<file path="src/rtl/potimer_pkg.sv">
package potimer_pkg;
    localparam int CNT_W  = 64;
    localparam int TV_W   = 32;
    localparam int ADDR_W = 3;

    typedef enum logic [ADDR_W-1:0] {
        A_OFFSET  = 3'd0,
        A_COMPARE = 3'd1,
        A_TVAL    = 3'd2,
        A_CTRL    = 3'd3,
        A_COUNT   = 3'd4
    } reg_addr_e;

    typedef struct packed {
        logic [CNT_W-1:0] off;
        logic [CNT_W-1:0] cmp;
        logic             en;
        logic             mask;
        logic             rvalid;
        logic [CNT_W-1:0] rdata;
        logic             trap;
    } regs_t;
endpackage

</file>
<file path="src/rtl/potimer_gate.sv">
module potimer_gate
    import potimer_pkg::*;
#(
    parameter bit FEATURE_PRESENT = 1'b1
) (
    input  logic             clk,
    input  logic             rst_n,
    input  logic             top_en,
    input  logic             hyp_ctl_en,
    input  logic             hyp_present,
    input  logic             hyp_host_mode,
    input  logic             hyp_trap_general,
    input  logic [1:0]       priv_level,
    input  logic [CNT_W-1:0] off_q,
    output logic             top_en_eff,
    output logic [CNT_W-1:0] eff_off,
    output logic [CNT_W-1:0] read_off
);
    logic hyp_en_eff;
    logic gate_on;
    logic high_level;

    generate
        if (FEATURE_PRESENT) begin : g_feat
            assign top_en_eff = top_en;
            assign hyp_en_eff = hyp_ctl_en;
        end else begin : g_nofeat
            assign top_en_eff = 1'b0;
            assign hyp_en_eff = 1'b0;
        end
    endgenerate

    always_comb begin
        gate_on    = top_en_eff && hyp_en_eff && hyp_present &&
                     !(hyp_host_mode && hyp_trap_general);
        high_level = (priv_level >= 2'd2);
        eff_off    = gate_on ? off_q : '0;
        read_off   = high_level ? '0 : eff_off;
    end

    assert_gate_zero_R1: assert property (@(posedge clk) disable iff (!rst_n)
        !(top_en && hyp_ctl_en && hyp_present) |-> (eff_off == '0));

    assert_high_level_R2: assert property (@(posedge clk) disable iff (!rst_n)
        (priv_level[1]) |-> (read_off == '0));

    assert_nofeat_R9: assert property (@(posedge clk) disable iff (!rst_n)
        (!FEATURE_PRESENT) |-> (eff_off == '0));
endmodule

</file>
<file path="src/rtl/potimer_cmp.sv">
module potimer_cmp
    import potimer_pkg::*;
(
    input  logic             clk,
    input  logic             rst_n,
    input  logic [CNT_W-1:0] raw_count,
    input  logic [CNT_W-1:0] eff_off,
    input  logic [CNT_W-1:0] read_off,
    input  logic [CNT_W-1:0] cmp_q,
    input  logic             en_q,
    input  logic             mask_q,
    output logic             status,
    output logic             irq,
    output logic [CNT_W-1:0] read_count,
    output logic [TV_W-1:0]  tval_view
);
    logic [CNT_W-1:0] cmp_count;
    logic [CNT_W-1:0] remain;

    always_comb begin
        cmp_count  = raw_count - eff_off;
        read_count = raw_count - read_off;
        status     = (cmp_count >= cmp_q);
        remain     = cmp_q - read_count;
        tval_view  = remain[TV_W-1:0];
        irq        = status && en_q && !mask_q;
    end

    assert_irq_gated_R10: assert property (@(posedge clk) disable iff (!rst_n)
        irq |-> (status && en_q && !mask_q));

    assert_masked_quiet_R10: assert property (@(posedge clk) disable iff (!rst_n)
        (mask_q || !en_q) |-> !irq);
endmodule

</file>
<file path="src/rtl/potimer_regs.sv">
module potimer_regs
    import potimer_pkg::*;
(
    input  logic              clk,
    input  logic              rst_n,
    input  logic              bus_wr,
    input  logic              bus_rd,
    input  logic [ADDR_W-1:0] bus_addr,
    input  logic [CNT_W-1:0]  bus_wdata,
    input  logic [1:0]        priv_level,
    input  logic              top_en_eff,
    input  logic [CNT_W-1:0]  read_count,
    input  logic [TV_W-1:0]   tval_view,
    input  logic              status,
    output logic [CNT_W-1:0]  off_q,
    output logic [CNT_W-1:0]  cmp_q,
    output logic              en_q,
    output logic              mask_q,
    output logic              rvalid_q,
    output logic [CNT_W-1:0]  rdata_q,
    output logic              trap_q
);
    localparam int EXT_W = CNT_W - TV_W;

    regs_t     s_d, s_q;
    reg_addr_e addr;
    logic      off_access;
    logic      violation;
    logic [CNT_W-1:0] wdata_sext;

    always_comb begin
        addr       = reg_addr_e'(bus_addr);
        off_access = (bus_wr || bus_rd) && (addr == A_OFFSET);
        violation  = off_access &&
                     ((priv_level < 2'd2) || (priv_level == 2'd2 && !top_en_eff));
        wdata_sext = {{EXT_W{bus_wdata[TV_W-1]}}, bus_wdata[TV_W-1:0]};

        s_d        = s_q;
        s_d.rvalid = bus_rd;
        s_d.trap   = violation;

        if (bus_wr && !violation) begin
            case (addr)
                A_OFFSET:  s_d.off = bus_wdata;
                A_COMPARE: s_d.cmp = bus_wdata;
                A_TVAL:    s_d.cmp = read_count + wdata_sext;
                A_CTRL: begin
                    s_d.en   = bus_wdata[0];
                    s_d.mask = bus_wdata[1];
                end
                default: ;
            endcase
        end

        if (bus_rd) begin
            s_d.rdata = '0;
            case (addr)
                A_OFFSET:  s_d.rdata = violation ? '0 : s_q.off;
                A_COMPARE: s_d.rdata = s_q.cmp;
                A_TVAL:    s_d.rdata = {{EXT_W{1'b0}}, tval_view};
                A_CTRL:    s_d.rdata[2:0] = {status, s_q.mask, s_q.en};
                A_COUNT:   s_d.rdata = read_count;
                default:   s_d.rdata = '0;
            endcase
        end
    end

    always_ff @(posedge clk or negedge rst_n) begin
        if (!rst_n) begin
            s_q <= '0;
        end else begin
            s_q <= s_d;
        end
    end

    assign off_q    = s_q.off;
    assign cmp_q    = s_q.cmp;
    assign en_q     = s_q.en;
    assign mask_q   = s_q.mask;
    assign rvalid_q = s_q.rvalid;
    assign rdata_q  = s_q.rdata;
    assign trap_q   = s_q.trap;

    assert_trap_hold_R6: assert property (@(posedge clk) disable iff (!rst_n)
        trap_q |-> $stable(off_q));

    assert_low_write_R7: assert property (@(posedge clk) disable iff (!rst_n)
        (bus_wr && bus_addr == 3'd0 && !priv_level[1]) |=> (trap_q && $stable(off_q)));

    assert_rvalid_follow_R11: assert property (@(posedge clk) disable iff (!rst_n)
        bus_rd |=> rvalid_q);
endmodule

</file>
<file path="src/rtl/phys_offset_timer.sv">
module phys_offset_timer
    import potimer_pkg::*;
#(
    parameter bit FEATURE_PRESENT = 1'b1
) (
    input  logic              clk,
    input  logic              rst_n,
    input  logic [CNT_W-1:0]  raw_count,
    input  logic [1:0]        priv_level,
    input  logic              top_en,
    input  logic              hyp_ctl_en,
    input  logic              hyp_present,
    input  logic              hyp_host_mode,
    input  logic              hyp_trap_general,
    input  logic              bus_wr,
    input  logic              bus_rd,
    input  logic [ADDR_W-1:0] bus_addr,
    input  logic [CNT_W-1:0]  bus_wdata,
    output logic [CNT_W-1:0]  bus_rdata,
    output logic              bus_rvalid,
    output logic [CNT_W-1:0]  count_view,
    output logic              timer_status,
    output logic              timer_irq,
    output logic              access_trap
);
    logic [CNT_W-1:0] off_q, cmp_q, eff_off, read_off, read_count;
    logic [TV_W-1:0]  tval_view;
    logic             en_q, mask_q, top_en_eff, status, irq;

    potimer_gate #(.FEATURE_PRESENT(FEATURE_PRESENT)) gate_i (
        .clk(clk), .rst_n(rst_n),
        .top_en(top_en), .hyp_ctl_en(hyp_ctl_en), .hyp_present(hyp_present),
        .hyp_host_mode(hyp_host_mode), .hyp_trap_general(hyp_trap_general),
        .priv_level(priv_level), .off_q(off_q),
        .top_en_eff(top_en_eff), .eff_off(eff_off), .read_off(read_off)
    );

    potimer_cmp cmp_i (
        .clk(clk), .rst_n(rst_n),
        .raw_count(raw_count), .eff_off(eff_off), .read_off(read_off),
        .cmp_q(cmp_q), .en_q(en_q), .mask_q(mask_q),
        .status(status), .irq(irq), .read_count(read_count), .tval_view(tval_view)
    );

    potimer_regs regs_i (
        .clk(clk), .rst_n(rst_n),
        .bus_wr(bus_wr), .bus_rd(bus_rd), .bus_addr(bus_addr), .bus_wdata(bus_wdata),
        .priv_level(priv_level), .top_en_eff(top_en_eff),
        .read_count(read_count), .tval_view(tval_view), .status(status),
        .off_q(off_q), .cmp_q(cmp_q), .en_q(en_q), .mask_q(mask_q),
        .rvalid_q(bus_rvalid), .rdata_q(bus_rdata), .trap_q(access_trap)
    );

    assign count_view   = read_count;
    assign timer_status = status;
    assign timer_irq    = irq;
endmodule

</file>
<file path="config.mk">
export PLATFORM = sky130hd
export DESIGN_NAME = phys_offset_timer
export DESIGN_NICKNAME = d
export VERILOG_FILES = /design/src/rtl/potimer_pkg.sv /design/src/rtl/potimer_gate.sv /design/src/rtl/potimer_cmp.sv /design/src/rtl/potimer_regs.sv /design/src/rtl/phys_offset_timer.sv
export SDC_FILE = /design/constraint.sdc
export NUM_CORES = 1
export LEC_CHECK = 0
export BUFFER_PORTS_ARGS = -buffer_cell sky130_fd_sc_hd__buf_2
export CORE_ASPECT_RATIO = 1.75
export CORE_MARGIN = 2
export CORE_UTILIZATION = 45
export DETAILED_ROUTE_END_ITERATION = 8
export HOLD_SLACK_MARGIN = 0.03
export MAX_ROUTING_LAYER = met4
export PLACE_DENSITY_LB_ADDON = 0.1
export REMOVE_ABC_BUFFERS = 1
export SLEW_MARGIN = 15
export SYNTH_ARGS = -nofsm -noshare
export SYNTH_HDL_FRONTEND = slang
export SYNTH_SLANG_ARGS = --single-unit
</file>
<file path="constraint.sdc">
create_clock -name clk -period 22.5 [get_ports clk]
set_clock_uncertainty 0.2 [all_clocks]
set_input_delay 4.5 -clock clk [delete_from_list [all_inputs] [get_ports clk]]
set_output_delay 4.5 -clock clk [all_outputs]
set_load 0.01 [all_outputs]
</file>
; ---- Yosys cells after proc, flatten, opt, wreduce, memory -nomap -nowiden
; Cells that the tools add are included.
[classes]
n_lt_le_gt_ge = 3
n_eq_ne = 5
n_reduce_logical = 21
n_mux = 6
add_sub_neg = 4
[op_table]
columns = cell, n
row1 = $pmux W61 S4, 1
row2 = $mux W64, 3
row3 = $pmux W64 S2, 1
row4 = $sub A64 B64 Y64, 2
row5 = $add A64 B64 Y64, 1
row6 = $ge A64 B64 Y1, 1
row7 = $sub A32 B32 Y32, 1
row8 = $pmux W3 S5, 1
row9 = $logic_and A1 B1 Y1, 10
row10 = $eq A3 B2 Y1 const B, 2
row11 = $reduce_and A2 Y1, 3
row12 = $logic_not A1 Y1, 4
row13 = $eq A3 B1 Y1 const B, 1
row14 = $eq A3 B3 Y1 const B, 1
row15 = $logic_not A3 Y1, 1
row16 = $eq A2 B2 Y1 const B, 1
row17 = $ge A2 B2 Y1 const B, 1
row18 = $logic_or A1 B1 Y1, 2
row19 = $lt A2 B2 Y1 const B, 1
row20 = $reduce_bool A2 Y1, 1
[word_totals]
word_cells = 46
in_bits = 142
ff_bits = 196

; ---- Logic depth before layout (Yosys ltp)
; Gate-level depths: netlist of run 1.
[depth]
word_depth = 8
mapped_depth = 30
depth_no_buf = 29

; ---- Cells and area by module
; Synthesis of run 1 repeated with hierarchy kept, for this count alone.
[hier_totals]
hier_cells = 3250
area_unflattened_um2 = 24893.9
[by_module_without_submodules]
columns = module, seq_area_each_um2, cells_per_inst, n_inst, area_each_um2
row1 = potimer_regs, 4904.7, 1419, 1, 12540.8
row2 = potimer_cmp, 0.0, 1665, 1, 11119.4
row3 = potimer_gate, 0.0, 166, 1, 1233.7

; ---- Worst setup path after synthesis of run 1
; OpenSTA, ideal clock, no wires.
[synth_timing]
path_kind = input -> output
start = input hyp_present
end = output timer_irq
arrival_time_ns = 9.821
setup_slack_ns = 7.979
cell_stages = 28
required_time_ns = 17.800
cell_sequence = nand3_1 > a21oi_1 > clkbuf_1 > buf_1 > nand2_1 > ha_1 > nand2_1 > o2111a_1 > o21ai_1 > a41oi_1 > o31a_1 > a21oi_2 > a31oi_1 > o31ai_1 > a31oi_1 > xnor2_1 > ha_1 > a21o_1 > a21o_1 > a21o_1 > a21o_1 > a21oi_1 > nor2_1 > a211oi_1 > o211ai_1 > or4_1 > o21bai_1 > nor3b_1
[synth_between]
elab_chain_cells = 7
[synth_lines]
columns = item, line_no
row1 = start: declaration, phys_offset_timer.sv:12  ; input logic hyp_present,
row2 = $logic_and A1 B1 Y1 (2 in series), potimer_gate.sv:34  ; gate_on = top_en_eff && hyp_en_eff && hyp_present &&
row3 = $mux W64, potimer_gate.sv:37  ; eff_off = gate_on ? off_q : '0;
row4 = $sub A64 B64 Y64, potimer_cmp.sv:21  ; cmp_count = raw_count - eff_off;
row5 = $ge A64 B64 Y1, potimer_cmp.sv:23  ; status = (cmp_count >= cmp_q);
row6 = $logic_and A1 B1 Y1 (2 in series), potimer_cmp.sv:26  ; irq = status && en_q && !mask_q;
row7 = end: declaration, phys_offset_timer.sv:23  ; output logic timer_irq,
; No other way between the ends.

; ---- Worst setup path in the final report of run 1
[layout_timing]
start = input top_en
end = output timer_irq
[layout_between]
elab_chain_cells = 8
[layout_lines]
columns = item, line_no
row1 = start: declaration, phys_offset_timer.sv:10  ; input logic top_en,
row2 = $logic_and A1 B1 Y1 (3 in series), potimer_gate.sv:34
row3 = $mux W64, potimer_gate.sv:37
row4 = $sub A64 B64 Y64, potimer_cmp.sv:21
row5 = $ge A64 B64 Y1, potimer_cmp.sv:23
row6 = $logic_and A1 B1 Y1 (2 in series), potimer_cmp.sv:26
; No other way between the ends.

==> impl_metrics.env, run 1 <==
export IMPL_wl_per_cell_um=28.21
export IMPL_hpwlAfterDp_um=85210
export IMPL_drc_errors=0
export IMPL_grt_pass1_vias=24782
export IMPL_slowest_stage="buf_4"
export IMPL_cts_tree="built"
export IMPL_vias=24727
export IMPL_nets=3533
export IMPL_die_y_um=304.0
export IMPL_h_tree_depth=4
export IMPL_critPathLaunchType="input pin"
export IMPL_slew_violations=0
export IMPL_worstMarginPinSlew_ps=1365
export IMPL_rsz0062_at_grt="false"
export IMPL_post_cts_buffers=0
export IMPL_place_area_mm2=0.02506
export IMPL_fin_crit_ps=16060
export IMPL_stdcell_area_mm2=0.02565
export IMPL_ant_nets=0
export IMPL_setup_viol=0
export IMPL_slew_limit_headroom_pct=8.040
export IMPL_cts_root_buf="clkbuf_16"
export IMPL_row_count=110
export IMPL_synth_edf_count=0
export IMPL_synth_top_area_share_pct=21.19
export IMPL_synth_area_leaders="dfrtp_1, ha_1, a21oi_1, nand2_1, xnor2_1"
export IMPL_cts_sinks=196
export IMPL_grt_pass1_wl_um=156100
export IMPL_coreArea_mm2=0.05120
export IMPL_syn_to_final_growth_pct=10.82
export IMPL_fin_crit_sh_pct=71.38
export IMPL_synth_seq_area_share_pct=21.19
export IMPL_hold_buffers=0
export IMPL_rr_endpoint="regs_i.cmp_q[61]"
export IMPL_ys_warn_count=0
export IMPL_cp_max_fo=65
export IMPL_synth_most_common_cell="nand2_1"
export IMPL_fin_tns_setup_ps=0
export IMPL_worstSkewPairLatency_ps=490
export IMPL_grt_use_total_pct=40.63
export IMPL_async_flop_share_pct=100.0
export IMPL_path_clk_slew_ps=80
export IMPL_leakagePower_nw=11.65
export IMPL_hold_start="regs_i.rdata_q[32]"
export IMPL_fmax_mhz=62.26
export IMPL_place_ws_ps=6476
export IMPL_gp_congestion=1.111
export IMPL_reg2regPathDepth=21
export IMPL_maxCapViolCount=0
export IMPL_routed_wl_um=107000
export IMPL_syn_avg_cell_area_um2=7.895
export IMPL_regArea_mm2=0.004905
export IMPL_cts_buffers=17
export IMPL_grt_max_degree=87
export IMPL_yosysTopAreaCell="dfrtp_1"
export IMPL_layout_setup_ws_ps=6439
export IMPL_clock_path_buffers=2
export IMPL_syn_area_mm2=0.02315
export IMPL_start_util_pct=45.21
export IMPL_netlist_instances=2932
export IMPL_arrival_ps=11360
export IMPL_portBuffers=273
export IMPL_p_per_area_mw_per_mm2=66.92
export IMPL_endpoint_kind="primary output"
export IMPL_worstHoldPathType="reg -> reg"
export IMPL_synth_common_cells="nand2_1, a21oi_1, ha_1, dfrtp_1, nor2_1"
export IMPL_cp_required_ps=17800
export IMPL_dr_pass1_iters=8
export IMPL_holdPathStages=1
export IMPL_vias_per_cell=6.519
export IMPL_vdd_ir_drop_worst_v=0.00004910
export IMPL_r2r_start="regs_i.off_q[9]"
export IMPL_crit_type="in -> out"
export IMPL_max_stage_delay_ps=610
export IMPL_yosysUniqueCellTypes=88
export IMPL_r2r_slack_ps=14570
export IMPL_ios=274
export IMPL_outcome="completed"
export IMPL_drt_iter0_drc=1943
export IMPL_multi_input_area_mm2=0.01713
export IMPL_cts_resized_gates=0
export IMPL_whs_endpoint="regs_i.rdata_q[32]"
export IMPL_dieWidth_um=175.5
export IMPL_ys_ff_latch=196
export IMPL_ys_flop_type="dfrtp_1"
export IMPL_timing_final_hold_violations=0
export IMPL_layout_drive_gt1_share_pct=14.76
export IMPL_antenna_found_initial=3
export IMPL_die_area_mm2=0.05334
export IMPL_fill_cells=5117
export IMPL_grt_ovfl_total=0
-- critical path, delay by kind of cell --
kind	cells	cell delay [ps]
compound gates	17	3670
xor+xnor	1	90
fa+ha+maj	3	780
buf+inv	4	910
simple gates	7	1380
-- metal layers --
metal	track usage, %	vias up	part of all wire, %	wire length, um
li1	-	11182	-	-
met1	37.69	11851	33	34940
met2	70.77	1191	50	53880
met3	6.497	503	5.5	5873
met4	37.09	0	11	12300
met5	-	-	0	0
-- worst max path at each step --
stage                startpoint   endpoint  slack [ps]
floorplan           hyp_present  timer_irq        5980
global placement    hyp_present  timer_irq        6570
detailed placement  hyp_present  timer_irq        6480
CTS                 hyp_present  timer_irq        6460
global route             top_en  timer_irq        5850
finish                   top_en  timer_irq        6440
-- cell families (layout without fill, tap and decap cells) --
logic type	after synthesis	count (layout)	synth area share, %
compound gates	1057	1057	30.71
simple gates	805	805	16.11
buf+inv	310	494	5.124
fa+ha+maj	288	288	15.70
xor+xnor	206	206	7.794
flops	196	196	21.19
mux	70	70	3.384
other cells	0	5	0
-- through the flow --
step	instances	hold slack (ps)	total power, mW	utilization, %
finish	3793	283.5	1.717	50.11
global route	3792	301.7	1.809	50.10
CTS	3788	287.7	1.701	50.06
detailed placement	3756	268.2	1.377	48.95
global placement	3756	262.9	1.365	48.95
floorplan	2782	271.4	1.050	-
-- registers in the layout, indices dropped and copies added, names as in the netlist --
register	cells
regs_i.cmp_q	64
regs_i.rdata_q	64
regs_i.off_q	64
regs_i.mask_q	1
regs_i.rvalid_q	1
regs_i.en_q	1
regs_i.trap_q	1
-- cell usage in the layout (no fill, tap or decap), types with 7 or more instances in the layout --
cell / count
a222oi_1: 41
mux2_2: 66
and3_1: 28
a21oi_1: 302
inv_1: 159
xor2_1: 73
or2_2: 9
nand2b_1: 22
buf_2: 272
xnor2_1: 132
a21oi_2: 8
o21ai_0: 154
o2bb2ai_1: 27
nand4_1: 60
ha_1: 284
clkbuf_16: 17
a21o_1: 145
dfrtp_1: 196
a211oi_1: 50
nand3_1: 63
o21ai_1: 22
a22o_1: 15
a31oi_1: 33
o21a_1: 22
a22oi_1: 29
nor2_1: 160
nor3_1: 30
buf_4: 29
o211ai_1: 23
o21bai_1: 51
or3_1: 14
nand2_1: 339
nor2b_1: 27
a221o_1: 19
and2_1: 13
o221ai_1: 20
o31ai_1: 7
-- where the power goes --
group / leakage, nW / switching [mW] / internal [mW]
clock network: 0.280 / 0.175 / 0.148
registers: 2.45 / 0.0846 / 0.417
logic: 8.92 / 0.552 / 0.341
total: 11.7 / 0.812 / 0.905
-- layout make-up --
cell class / count / area share [%]
antenna: 5 / 0.04877
clock buffer: 18 / 1.673
clock inverter: 14 / 0.5463
inverter: 160 / 2.341
multi-input combinational: 2426 / 66.78
sequential: 196 / 19.12
tap: 672 / 3.278
timing repair buffer: 302 / 6.214
Note: power is estimated with default switching activity, not from simulation.
==> run 2, diff against run 1 <==
Clock period 22.5 ns to 13.2 ns, I/O delays scaled along.
==> run 2 against run 1 <==
Global-route usage grew 0.61 points. Critical endpoint unchanged. Sequential power grew 70%. Die area is the same. Register-to-register slack lost 9200 ps. Clock power grew 86%. Final area grew 0.19%. Sequential share of layout area is essentially flat. Critical path depth shrank 2.
==> impl_metrics.env, run 2 (synthesis gave the netlist of run 1 again) <==
export IMPL_portBuffers=273
export IMPL_cp_required_ps=10360
export IMPL_power_switching_mw=1.397
export IMPL_totalPowerFinal_mw=2.980
export IMPL_wl_per_cell_um=28.67
export IMPL_grt_pass1_wl_um=158200
export IMPL_fmax_mhz=84.03
export IMPL_h_tree_depth=4
export IMPL_outcome="completed"
export IMPL_layout_drive_gt1_share_pct=14.74
export IMPL_dieWidth_um=175.5
export IMPL_grt_use_total_pct=41.23
export IMPL_cts_buffers=17
export IMPL_endpoint_kind="primary output"
export IMPL_reg2regPathDepth=22
export IMPL_intPower_mw=1.583
export IMPL_clock_path_buffers=2
export IMPL_critPathLaunchType="input pin"
export IMPL_vias_per_cell=6.496
export IMPL_multi_input_area_mm2=0.01713
export IMPL_met3_usage_pct=6.609
export IMPL_met1_usage_pct=38.15
export IMPL_maxCapViolCount=0
export IMPL_cts_resized_gates=0
export IMPL_seq_power_share_pct=28.7
export IMPL_grt_ovfl_total=0
export IMPL_dr_pass1_iters=6
export IMPL_die_area_mm2=0.05334
export IMPL_grt_pass1_vias=24855
export IMPL_row_count=110
export IMPL_fin_crit_ps=11900
export IMPL_grt_use_met2_pct=71.53
export IMPL_ant_nets=0
export IMPL_slowest_stage="or4_1"
export IMPL_vdd_ir_drop_worst_v=0.00009341
export IMPL_max_stage_delay_ps=550
export IMPL_switching_share_pct=46.89
export IMPL_mostFrequentLayoutCell="nand2_1"
export IMPL_cts_tree="built"
export IMPL_worstSkewPairLatency_ps=490
export IMPL_start_util_pct=45.21
export IMPL_leakagePower_nw=11.67
export IMPL_vias=24619
export IMPL_path_clk_slew_ps=90
export IMPL_rsz0062_at_grt="false"
export IMPL_holdPathStages=1
export IMPL_fin_tns_setup_ps=0
export IMPL_drt_iter0_drc=2113
export IMPL_coreArea_mm2=0.05120
export IMPL_die_y_um=304.0
export IMPL_timing_final_hold_violations=0
export IMPL_fill_cells=5161
export IMPL_final_core_util_pct=50.20
export IMPL_antenna_found_initial=2
export IMPL_slew_violations=0
export IMPL_fin_crit_sh_pct=90.16
export IMPL_final_cell_mix="nand2_1, a21oi_1, ha_1"
export IMPL_clock_power_share_pct=20.1
export IMPL_cts_sinks=196
export IMPL_ios=274
export IMPL_post_cts_buffers=0
export IMPL_worstMarginPinSlew_ps=1092
export IMPL_busiest_layer="met2"
export IMPL_arrival_ps=9060
export IMPL_regArea_mm2=0.004905
export IMPL_cts_root_buf="clkbuf_16"
export IMPL_hold_buffers=0
export IMPL_critPathMostFrequentCell="a21o_1"
export IMPL_p_comb_share_pct=51.2
export IMPL_hpwlAfterDp_um=86920
export IMPL_routed_wl_um=108700
export IMPL_syn_to_final_growth_pct=11.04
export IMPL_nets=3532
export IMPL_gp_congestion=1.093
export IMPL_p_per_area_mw_per_mm2=115.9
export IMPL_cp_max_fo=26
export IMPL_grt_max_degree=81
export IMPL_drc_errors=0
export IMPL_slew_limit_headroom_pct=26.70
export IMPL_crit_type="in -> out"
export IMPL_setup_viol=0
export IMPL_worstHoldPathType="reg -> reg"
## run 2: metrics by stage
stage               std cells  hold slack (ps)  setup WS [ps]  cell area (um2)
finish                   3790            284.1           1299            25700
global route             3789            290.5          801.2            25700
CTS                      3785            284.4           1287            25670
detailed placement       3753            264.1           1299            25040
global placement         3753            261.5           1522            25040
floorplan                2782            271.4          399.3            22560
## run 2: critical path: cells and delay by family
kind | cells | cell delay (ps)
AOI/OAI and AO/OA | 19 | 4050
xor gates and xnor gates | 1 | 140
adders and majority gates | 2 | 640
buffers and inverters | 3 | 610
and+or+nand+nor | 5 | 930
## run 2: final timing paths
check	end	slack, ps	start
max	timer_irq	1300	top_en
min	regs_i.rdata_q[13]	280	regs_i.rdata_q[13]
max reg2reg	regs_i.cmp_q[61]	5370	regs_i.off_q[9]
min reg2reg	regs_i.rdata_q[13]	280	regs_i.rdata_q[13]
max in group asynchronous	regs_i.rdata_q[32]	9440	rst_n
min in group asynchronous	regs_i.rdata_q[6]	1910	rst_n
## run 2: power by group through the flow
stage | Clock (mW) | Sequential [mW] | Combinational, mW
global route | 0.631 | 0.863 | 1.65
detailed placement | 0 | 0.863 | 1.49
CTS | 0.612 | 0.851 | 1.50
global placement | 0 | 0.862 | 1.47
finish | 0.600 | 0.854 | 1.53
floorplan | 0 | 0.800 | 0.990
## run 2: layer usage
metal  vias to the layer above  part of all wire, %
li1                      11195                    -
met1                     11866                   33
met5                         -                    0
met4                         0                   11
met2                      1091                   50
met3                       467                  5.5
## run 2: layout make-up
class | count | share of cell area [%]
well taps | 672 | 3.271
clock buffers | 17 | 1.655
repair buffers | 301 | 6.187
diodes | 3 | 0.02921
clock inverters | 15 | 0.8129
flip-flops and latches | 196 | 19.08
inverters | 160 | 2.337
multi-input cells | 2426 | 66.63
